**config.mk**
```make
export PLATFORM = sky130hd
export DESIGN_NAME = bus_arb_park
export DESIGN_NICKNAME = d
export VERILOG_FILES = /design/src/rtl/bus_arb_park.sv
export SDC_FILE = /design/constraint.sdc
export NUM_CORES = 1
export LEC_CHECK = 0
export BUFFER_PORTS_ARGS = -buffer_cell sky130_fd_sc_hd__buf_2
export CAP_MARGIN = 25
export CORE_AREA = 2 2 39 41
export CTS_BUF_LIST = sky130_fd_sc_hd__clkbuf_4 sky130_fd_sc_hd__clkbuf_8
export DETAILED_ROUTE_END_ITERATION = 12
export DIE_AREA = 0 0 41 43
export PLACE_DENSITY = 0.78
export SLEW_MARGIN = 20
export SYNTH_ARGS = -nofsm -noshare
export SYNTH_HDL_FRONTEND = slang
export SYNTH_SLANG_ARGS = --single-unit
```
**constraint.sdc**
```tcl
create_clock -name clk -period 1.9 [get_ports clk]
set_input_delay 0.38 -clock clk [delete_from_list [all_inputs] [get_ports clk]]
set_output_delay 0.38 -clock clk [all_outputs]
set_load 0.02 [all_outputs]
```
**src/rtl/bus_arb_park.sv**
```systemverilog
module bus_arb_park #(
  parameter int N_MASTERS  = 4,
  parameter int HOLD_LIMIT = 16,
  localparam int IDW = (N_MASTERS > 1) ? $clog2(N_MASTERS) : 1
) (
  input  logic                 clk,
  input  logic                 rst_n,
  input  logic [N_MASTERS-1:0] req,
  input  logic                 rel,
  output logic [N_MASTERS-1:0] gnt,
  output logic [IDW-1:0]       owner_id
);
  localparam int CW = $clog2(HOLD_LIMIT + 1);

  typedef enum logic [1:0] {ST_BUSY, ST_PARK, ST_GAP} st_t;

  st_t                  st;
  logic [IDW-1:0]       owner;
  logic [CW-1:0]        cnt;
  logic [N_MASTERS-1:0] own_mask;
  logic [IDW-1:0]       win;
  logic                 win_ok;
  logic                 others;
  logic                 preempt;

  assign own_mask = N_MASTERS'(1) << owner;
  assign others   = |(req & ~own_mask);
  assign preempt  = (st == ST_BUSY) && !rel && (cnt == CW'(HOLD_LIMIT)) && others;
  assign gnt      = (st == ST_GAP) ? '0 : own_mask;
  assign owner_id = owner;

  always_comb begin
    int idx;
    win_ok = 1'b0;
    win    = owner;
    for (int i = 1; i <= N_MASTERS; i++) begin
      idx = int'(owner) + i;
      if (idx >= N_MASTERS) idx = idx - N_MASTERS;
      if (!win_ok && req[idx]) begin
        win_ok = 1'b1;
        win    = IDW'(idx);
      end
    end
  end

  always_ff @(posedge clk or negedge rst_n) begin
    if (!rst_n) begin
      st    <= ST_PARK;
      owner <= '0;
      cnt   <= '0;
    end else begin
      case (st)
        ST_BUSY: begin
          if (rel) begin
            if (win_ok) begin
              owner <= win;
              cnt   <= '0;
            end else begin
              st <= ST_PARK;
            end
          end else if (preempt) begin
            st <= ST_GAP;
          end else if (cnt != CW'(HOLD_LIMIT)) begin
            cnt <= cnt + 1'b1;
          end
        end
        default: begin
          if (win_ok) begin
            owner <= win;
            st    <= ST_BUSY;
            cnt   <= '0;
          end else begin
            st <= ST_PARK;
          end
        end
      endcase
    end
  end
endmodule

```
; Word level (Yosys, flattened, before mapping)
; Cells that the tools add are included.
[op_classes]
n_shift = 1
muxes = 38
n_lt_le_gt_ge = 8
n_reduce_logical = 14
n_eq_ne = 8
addsub = 9
bitwise_logic = 2
[ops]
columns = op, n
row1 = $lt 32x4->1 const B, 4
row2 = $mux 32, 4
row3 = $mux 5, 5
row4 = $mux 2, 11
row5 = $mux 1, 13
row6 = $sub 3x3->4 const B, 3
row7 = $ge 3x3->1 const B, 3
row8 = $ne 3x3->1 const B, 3
row9 = $bmux 1 s2, 4
row10 = $add 2x2->3 const B, 2
row11 = $logic_and 1x1->1, 6
row12 = $add 5x1->5 const B, 1
row13 = $eq 5x5->1 const B, 1
row14 = $ne 5x5->1 const B, 1
row15 = $sub 4x3->5 const B, 1
row16 = $add 2x3->4 const B, 1
row17 = $and 4x4->4, 1
row18 = $ge 4x3->1 const B, 1
row19 = $logic_not 1->1, 4
row20 = $mux 4, 1
row21 = $not 4->4, 1
row22 = $reduce_and 2->1, 2
row23 = $reduce_or 4->1, 1
row24 = $shl 1x2->4 const A, 1
row25 = 5 further kinds, 5
[totals]
word_cells = 83
inputBits = 7
out_inout_bits = 6
register_bits = 9

; Logic depth before layout (Yosys ltp)
; Gate-level depths: netlist of run 1.
[logic_depth]
depth_word = 19
mapped_depth = 6
mapped_depth_nobuf = 6

; Least setup slack after synthesis of run 1
; Ideal clock, no wire load.
[synth_timing]
path_type = flip-flop to flip-flop
start = reg owner[0] (netlist: owner_id[0])
end = reg owner[0] (netlist: owner_id[0])
arrival_time_ps = 1515
n_path_buf = 0
stages_incl_launch_ff = 7
setup_ps = 129
t_required_ps = 1771
setup_slack_ps = 256
period_less_slack_ps = 1644
path_cell_list = dfrtp_1 inv_1 ha_1 o21ai_0 o21a_1 o21ai_0 o22ai_1
[synth_via]
elab_chain_len = 19
word_cells_on_any_way = 45
cone_classes = add/sub (8) / order compare (4) / mux (27) / reduce/logical (6)
[synth_lines]
columns = item, line_no
row1 = from (decl), 18  ; logic [IDW-1:0] owner;
row2 = from (signal assigned), 56  ; owner <= win;
row3 = from (signal assigned), 69  ; owner <= win;
row4 = $add 2x1->3, 37  ; idx = int'(owner) + i;
row5 = $sub 3x3->4 / $ge 3x3->1 (equally long branches), 38  ; if (idx >= N_MASTERS) idx = idx - N_MASTERS;
row6 = $mux 32, 38
row7 = $bmux 1 s2, 39  ; if (!win_ok && req[idx]) begin
row8 = $mux 1 (implied by the code) (2 in a row), 39
row9 = $mux 1, 39
row10 = $logic_not 1->1, 39
row11 = $logic_and 1x1->1, 39
row12 = [2 not listed], -
row13 = $logic_and 1x1->1, 39
row14 = $mux 1, 39
row15 = $logic_not 1->1, 39
row16 = $logic_and 1x1->1, 39
row17 = $mux 2 / $mux 1 (equally long branches), 39
row18 = $mux 2 *, "55, 68"
row19 = $mux 2, 54  ; if (rel) begin
row20 = $mux 2 *, 52  ; case (st)
; Every way passes the cells marked *; elsewhere a longest branch is shown, timed or not. The select of a mux whose other input is x is not followed.
; A chain may end at the register's enable or synchronous reset.

; Worst setup path in the final report of run 1
[layout_timing]
start = reg owner[1] (netlist: owner_id[1])
end = out gnt[1]
[layout_via]
elab_chain_len = 2
[layout_lines]
columns = item, line_no
row1 = $shl 1x2->4, 26  ; assign own_mask = N_MASTERS'(1) << owner;
row2 = $mux 4, 29  ; assign gnt = (st == ST_GAP) ? '0 : own_mask;
row3 = to (decl), 10  ; output logic [N_MASTERS-1:0] gnt,
; Every way passes these cells.

==> flow_metrics.env, run 1 <==
export IMPL_outcome="finished clean"
export IMPL_drt_total_wl_um=1420
export IMPL_grt_pass1_wl_um=2490
export IMPL_post_drt_wl_per_cell_um=12.7
export IMPL_worst_slew_pin_slew_ns=0.351
export IMPL_setup_tns_ns=0
export IMPL_clock_path_buffers=2
export IMPL_required_ns=1.52
export IMPL_clock_fmax_mhz=568
export IMPL_mostFrequentLayoutCells="buf_2, nor2_1, o21ai_0, inv_1, dfrtp_1"
export IMPL_cts_buffers=3
export IMPL_io_pins=13
export IMPL_rows=14
export IMPL_grt_pass1_vias=608
export IMPL_diodes=0
export IMPL_ys_async_sr_fraction=1.00
export IMPL_place_gp_congestion=0.797
export IMPL_crit_arrival_ns=1.38
export IMPL_synth_area_per_cell_um2=9.06
export IMPL_top_layer="met4"
export IMPL_stdcell_count=112
export IMPL_tritoncts="done"
export IMPL_dieArea_um2=1760
export IMPL_cts_root_buf="clkbuf_4"
export IMPL_drive_above_1_share=0.271
export IMPL_drc=0
export IMPL_fin_nets=110
export IMPL_syn_nets=93
export IMPL_worst_setup_path_start_kind="flip-flop"
export IMPL_die_h_um=43
export IMPL_antenna_found_initial=0
export IMPL_area_delta_synth_final_pct=14.7
export IMPL_io_buffer_count=12
export IMPL_clk_pin_slew_ns=0.06
export IMPL_grt_max_degree=11
export IMPL_synth_edf_count=0
export IMPL_finClkSkew_ns=0.000979
export IMPL_start_util=0.524
export IMPL_core_area_um2=1380
export IMPL_rsz0062_at_grt="false"
export IMPL_design_area_um2=831
export IMPL_ys_seq_area_frac=0.313
export IMPL_cts_sinks=9
export IMPL_hold_viol=0
export IMPL_end_kind="primary output"
export IMPL_ys_flop_type="dfrtp_1"
export IMPL_utilization=0.600
export IMPL_syn_inst=80
export IMPL_htreeDepth=1
export IMPL_synth_cell_types=32
export IMPL_post_place_ws_ns=0.200
export IMPL_wl_met2_um=731
export IMPL_ys_ff_latch=9
export IMPL_ir_worst_vdd_uv=630
export IMPL_fill_cells=121
export IMPL_period_minus_slack_ns=1.76
export IMPL_vias=613
export IMPL_wl_met3_um=43
export IMPL_clk_latency_ns=0.26
export IMPL_vias_per_cell=5.47
export IMPL_slew_headroom=0.762
export IMPL_die_x_um=41
export IMPL_grt_remaining_overflow=0
export IMPL_dr_first_iter_drc_count=9
export IMPL_antenna_left=0
export IMPL_timing_worst_setup_path_type="flip-flop to primary output"
export IMPL_dp_hpwl_um=1140
export IMPL_setup_viol=0
export IMPL_layout_commonest_cell="buf_2"
export IMPL_m1WireLength_um=625
export IMPL_critPathMaxFanout=10
export IMPL_ys_warn_count=0
export IMPL_layout_setup_ws_ns=0.140
export IMPL_syn_area_um2=724
export IMPL_track_usage=0.206
export IMPL_slew_violations=0
export IMPL_power_density_nw_per_um2=1110
export IMPL_dpl_cell_area_um2=790
export IMPL_place_inst=107
export IMPL_hp_class="input pin to flip-flop"
export IMPL_cap_viol_max_count=0
export IMPL_p_leak_nw=0.396
export IMPL_drtPass1Iterations=4
export IMPL_period_share=0.926
-- synthesized netlist by cell type, drive strengths merged, types with 2 or more instances --
cell	number	area (µm²)
buf	2	22.5
o22ai	2	12.5
nand2b	6	45.0
nand3	2	10.0
ha	6	75.1
dfrtp	8	200
nor2	8	30.0
inv	8	30.0
a22oi	2	15.0
nand2	4	15.0
mux2	2	22.5
xor2	2	17.5
and2	4	25.0
o21ai	8	40.0
-- cell type report --
| type | instances | area, µm² | area share |
|---|---|---|---|
| Tap cell | 16 | 20.0 | 0.0241 |
| Multi-Input combinational cell | 61 | 445 | 0.536 |
| Clock buffer | 4 | 30.0 | 0.0361 |
| Timing Repair Buffer | 14 | 77.6 | 0.0934 |
| Sequential cell | 9 | 228 | 0.274 |
| Inverter | 8 | 30.0 | 0.0361 |
-- state kept, by name (all words and copies together) (netlist names) --
register  flops
st            2
owner_id      2
cnt           5
-- per-layer routing --
metal,vias to the layer above,track usage
li1,311,-
met1,283,0.256
met2,17,0.347
met3,2,0.0314
met4,0,0.0600
met5,-,0
-- power by group --
group,total [mW],switching (mW),internal (mW)
logic,0.477,0.265,0.212
clock network,0.161,0.0657,0.0951
registers,0.286,0.0631,0.223
-- what timing repair did --
action                                  CTS  global route
buffers inserted                          0             0
endpoints found under the setup margin    0             3
hold buffers                              1             0
resized for setup                         0             1
hold endpoints to repair                  8             0
-- worst max-delay path: stages, from the launching register on --
cell,delay (ns)
dfrtp_1,0.51
inv_2,0.11
ha_1,0.22
and2_1,0.13
buf_2,0.15
-- stage by stage --
step | hold WS [ns] | total power, mW
floorplan | 0.0844 | 0.632
global placement | 0.241 | 0.755
detailed placement | 0.242 | 0.766
CTS | 0.501 | 0.927
global route | 0.517 | 1.01
finish | 0.500 | 0.924
-- kinds of logic (layout without fill, tap and decap cells) --
kind of cell               Yosys count  after routing  synth area share
buffers and inverters               10             26            0.0725
DFF                                  9              9             0.313
and+or+nand+nor                     31             31             0.247
xor gates and xnor gates             2              2            0.0242
adders and majority gates            6              6             0.104
muxes                                4              4            0.0760
AOI/OAI and AO/OA                   18             18             0.164
-- final timing paths --
path                                  start  slack, ns           to  depth (start not counted)
worst max-delay path            owner_id[1]       0.14       gnt[1]                          4
worst min-delay path                 req[0]       0.50        st[1]                          3
worst max register to register  owner_id[1]       0.28  owner_id[0]                          6
worst min register to register       cnt[4]       0.53       cnt[4]                          2
max in group asynchronous             rst_n       1.15        st[0]                          2
min in group asynchronous             rst_n       0.51        st[1]                          2
No activity file was read; power rests on OpenSTA's default activity.
==> run 2: changes to the inputs <==
==> constraint.sdc (replaced) <==
create_clock -name clk -period 1.9 [get_ports clk]
set_input_delay 0.095 -clock clk [delete_from_list [all_inputs] [get_ports clk]]
set_output_delay 0.095 -clock clk [all_outputs]
set_load 0.02 [all_outputs]
==> run 2 against run 1 <==
  * Clock power increased by 4%
  * Via count increased by 5.5%
  * Critical path depth unchanged
  * Sequential cell count unchanged
  * Critical path type is now flip-flop to flip-flop
  * Highest routed layer unchanged
==> flow_metrics.env, run 2 (synthesized netlist as in run 1, its figures left out) <==
export IMPL_antenna_found_initial=0
export IMPL_diodes=0
export IMPL_critPathMaxFanout=5
export IMPL_ir_worst_vdd_uv=728
export IMPL_post_place_ws_ns=0.447
export IMPL_die_h_um=43
export IMPL_clock_fmax_mhz=674
export IMPL_grt_max_degree=10
export IMPL_use_met2=0.303
export IMPL_fill_cells=134
export IMPL_busiest_layer="met2"
export IMPL_timing_worst_setup_path_type="flip-flop to flip-flop"
export IMPL_antenna_left=0
export IMPL_cts_buffers=3
export IMPL_vias=647
export IMPL_drt_total_wl_um=1460
export IMPL_drtPass1Iterations=4
export IMPL_dieArea_um2=1760
export IMPL_area_delta_synth_final_pct=16.6
export IMPL_htreeDepth=1
export IMPL_tritoncts="done"
export IMPL_end_kind="flip-flop"
export IMPL_largest_reg_flops=5
export IMPL_period_share=0.781
export IMPL_finClkSkew_ns=0.00503
export IMPL_io_buffer_count=12
export IMPL_design_area_um2=845
export IMPL_drive_above_1_share=0.276
export IMPL_cts_setup_buffers=0
export IMPL_use_met1=0.242
export IMPL_clock_path_buffers=2
export IMPL_slew_headroom=0.781
export IMPL_grt_remaining_overflow=0
export IMPL_p_leak_nw=0.406
export IMPL_vias_per_cell=5.68
export IMPL_start_util=0.524
export IMPL_clk_latency_ns=0.26
export IMPL_dpl_cell_area_um2=805
export IMPL_die_x_um=41
export IMPL_post_drt_wl_per_cell_um=12.8
export IMPL_io_pins=13
export IMPL_top_register="cnt"
export IMPL_hp_class="input pin to flip-flop"
export IMPL_power_density_nw_per_um2=1130
export IMPL_mostFrequentLayoutCells="buf_2, nor2_1, o21ai_0, dfrtp_1, inv_1"
export IMPL_layout_setup_ws_ns=0.415
export IMPL_grt_pass1_wl_um=2340
export IMPL_cts_root_buf="clkbuf_4"
export IMPL_layout_commonest_cell="buf_2"
export IMPL_clk_pin_slew_ns=0.07
export IMPL_setup_viol=0
export IMPL_worst_slew_pin_slew_ns=0.325
export IMPL_setup_tns_ns=0
export IMPL_place_gp_congestion=0.785
export IMPL_cap_viol_max_count=0
export IMPL_dp_hpwl_um=1130
export IMPL_drc=0
export IMPL_required_ns=2.04
export IMPL_worst_setup_path_start_kind="flip-flop"
export IMPL_grt_pass1_vias=594
export IMPL_power_mw=0.958
export IMPL_dr_first_iter_drc_count=12
export IMPL_core_area_um2=1380
export IMPL_cts_sinks=9
export IMPL_crit_arrival_ns=1.63
export IMPL_fin_nets=112
export IMPL_slew_violations=0
export IMPL_rsz0062_at_grt="false"
export IMPL_grt_util_met3=0.0524
export IMPL_period_minus_slack_ns=1.48
export IMPL_outcome="finished clean"
export IMPL_rows=14
export IMPL_track_usage=0.194
export IMPL_hold_viol=0
==> run 2: changes by cell type in the layout (fill, tap and decap cells not counted), sizes merged <==
cell and delta:
buf +2
==> run 2: where the power goes <==
| group | leakage, nW | switching (mW) | internal (mW) | total (mW) |
|---|---|---|---|---|
| logic | 0.273 | 0.313 | 0.239 | 0.552 |
| clock network | 0.0184 | 0.0713 | 0.0953 | 0.167 |
| registers | 0.115 | 0.0185 | 0.221 | 0.239 |
| total | 0.406 | 0.402 | 0.555 | 0.958 |
==> run 2: critical path, stage by stage (launching register included) <==
cell	delay, ns
dfrtp_1	0.39
or3_1	0.39
and3_4	0.19
nand2b_4	0.14
mux2_2	0.26
==> run 2: path summary, 6_finish.rpt <==
kind / from / endpoint / slack, ns / cells after the start
max reg2reg: st[1] / cnt[0] / 0.42 / 4
max in group asynchronous: rst_n / st[0] / 1.43 / 2
min: rel / st[1] / 0.19 / 4
max: st[1] / cnt[0] / 0.42 / 4
min reg2reg: cnt[4] / cnt[4] / 0.54 / 2
min in group asynchronous: rst_n / cnt[3] / 0.22 / 2
==> run 2: stage by stage <==
stage	hold slack, ns	util	instances
detailed placement	-0.0356	0.581	109
finish	0.189	0.610	114
CTS	0.189	0.610	114
global route	0.203	0.610	114
floorplan	-0.201	-	80
global placement	-0.0405	0.581	109
==> run 2: repair_timing <==
item                      CTS  global route
hold buffers                1             0
resized for setup           0             0
hold endpoints to repair    9             0
==> run 2: final cells by class <==
cell class                      count  area, µm²  area share
Tap cell                           16       20.0      0.0237
Inverter                            8       30.0      0.0356
Timing Repair Buffer               16       92.6       0.110
Multi-Input combinational cell     61        445       0.527
Clock buffer                        4       30.0      0.0356
Sequential cell                     9        226       0.268
==> run 2: metal layers <==
| layer | up-vias | wire length [µm] | share of wire |
|---|---|---|---|
| met4 | 0 | 29 | 0.020 |
| met5 | - | 0 | 0 |
| met1 | 309 | 652 | 0.45 |
| li1 | 317 | - | - |
| met2 | 15 | 724 | 0.50 |
| met3 | 6 | 53 | 0.036 |
==> run 3: changes to the inputs <==
Clock period 1.9 ns to 1.45 ns, I/O delays scaled along.
==> run 3 against run 2 <==
  * Clock power is 25% higher
  * First-iteration DRC count is 33% lower
  * Cell area is 12% higher
  * Utilization is 7.4 points higher
  * Sequential cell count stayed put
  * Critical endpoint unchanged
  * Largest power group unchanged
==> flow_metrics.env, run 3 (synthesized netlist as in run 1, its figures left out) <==
export IMPL_seqCellArea_um2=228
export IMPL_power_mw=1.42
export IMPL_worst_slew_pin_slew_ns=0.256
export IMPL_drtPass1Iterations=4
export IMPL_period_minus_slack_ns=1.45
export IMPL_design_area_um2=947
export IMPL_cap_viol_max_count=0
export IMPL_combPwrFrac=0.626
export IMPL_layout_setup_ws_ns=0.00139
export IMPL_top_register="cnt"
export IMPL_dpl_cell_area_um2=851
export IMPL_tritoncts="done"
export IMPL_die_x_um=41
export IMPL_hold_viol=0
export IMPL_largest_reg_flops=5
export IMPL_cts_root_buf="clkbuf_4"
export IMPL_cts_sinks=9
export IMPL_setup_tns_ns=0
export IMPL_fin_nets=119
export IMPL_layout_commonest_cell="buf_4"
export IMPL_hp_class="input pin to flip-flop"
export IMPL_post_drt_wl_per_cell_um=13.4
export IMPL_clk_latency_ns=0.25
export IMPL_core_area_um2=1380
export IMPL_place_gp_congestion=0.737
export IMPL_mostFrequentLayoutCells="buf_4, buf_2, o21ai_0, nor2_1, dfrtp_1"
export IMPL_required_ns=1.59
export IMPL_slew_violations=0
export IMPL_worst_setup_path_start_kind="flip-flop"
export IMPL_dieArea_um2=1760
export IMPL_antenna_found_initial=0
export IMPL_finClkSkew_ns=0.00329
export IMPL_stdcell_count=121
export IMPL_clk_pin_slew_ns=0.06
export IMPL_cts_buffers=3
export IMPL_dr_first_iter_drc_count=8
export IMPL_power_share_sequential=0.228
export IMPL_vias=660
export IMPL_grt_pass1_wl_um=2570
export IMPL_diodes=0
export IMPL_grt_remaining_overflow=0
export IMPL_rows=14
export IMPL_power_density_nw_per_um2=1500
export IMPL_crit_arrival_ns=1.59
export IMPL_die_h_um=43
export IMPL_post_place_ws_ns=-0.00238
export IMPL_multi_input_area_um2=485
export IMPL_vias_per_cell=5.45
export IMPL_place_inst=115
export IMPL_end_kind="flip-flop"
export IMPL_area_delta_synth_final_pct=30.7
export IMPL_cell_internal_pwr_mw=0.855
export IMPL_clock_path_buffers=2
export IMPL_drt_total_wl_um=1630
export IMPL_timing_worst_setup_path_type="flip-flop to flip-flop"
export IMPL_io_buffer_count=12
export IMPL_critPathMaxFanout=5
export IMPL_start_util=0.524
export IMPL_track_usage=0.213
export IMPL_fill_cells=124
export IMPL_antenna_left=0
export IMPL_switching_power_mw=0.569
export IMPL_clockPowerShare=0.147
export IMPL_drive_above_1_share=0.400
export IMPL_outcome="finished clean"
export IMPL_htreeDepth=1
export IMPL_period_share=0.999
export IMPL_grt_pass1_vias=657
export IMPL_p_leak_nw=0.441
export IMPL_dp_hpwl_um=1220
export IMPL_clock_fmax_mhz=690
export IMPL_drc=0
export IMPL_io_pins=13
export IMPL_slew_headroom=0.828
export IMPL_rsz0062_at_grt="true"
export IMPL_ir_worst_vdd_uv=954
export IMPL_setup_viol=0
export IMPL_grt_max_degree=10
export IMPL_switching_share=0.400
run 3: metal layers:
layer,vias up,share of wire,global-route usage
li1,331,-,-
met1,316,0.44,0.250
met2,11,0.54,0.375
met3,2,0.018,0.0157
met4,0,0.0031,0.0800
met5,-,0,0
run 3: worst paths after layout:
kind / start / endpoint / slack, ns / cells past startpoint
max in group asynchronous: rst_n / st[0] / 0.99 / 2
setup / recovery: st[1] / cnt[0] / 0.001 / 4
hold reg to reg: cnt[4] / cnt[4] / 0.54 / 2
min in group asynchronous: rst_n / st[1] / 0.21 / 2
setup reg to reg: st[1] / cnt[0] / 0.001 / 4
hold / removal: req[0] / st[1] / 0.20 / 3
run 3: power by group through the flow:
stage,sequential [mW],combinational (mW),clock (mW)
after floorplan,0.395,0.436,0
after CTS,0.320,0.844,0.215
final,0.324,0.890,0.209
after global placement,0.323,0.790,0
after detailed placement,0.326,0.800,0
after global routing,0.327,0.995,0.230
run 3: per-stage QoR:
stage | hold WS, ns | utilization
after global routing | 0.226 | 0.684
final | 0.197 | 0.684
after detailed placement | -0.0653 | 0.615
after floorplan | -0.223 | -
after CTS | 0.194 | 0.654
after global placement | -0.0695 | 0.615
run 3: area by class of cell:
| type | instances | area share |
|---|---|---|
| Sequential cell | 9 | 0.240 |
| Tap cell | 16 | 0.0211 |
| Multi-Input combinational cell | 61 | 0.513 |
| Timing Repair Buffer | 23 | 0.162 |
| Clock buffer | 4 | 0.0317 |
| Inverter | 8 | 0.0317 |
run 3: worst max-delay path, cell delays in order (launching register included):
cell and delay, ns:
dfrtp_1 0.38, or3_4 0.38, and3_4 0.18, nand2b_4 0.14, mux2_2 0.26
run 3: what timing repair did:
action,in CTS,in global routing
setup buffers,1,1
gates resized for setup,5,6
hold endpoints to repair,9,0
setup endpoints to repair,3,4
pin swaps,0,0
hold buffers,1,0
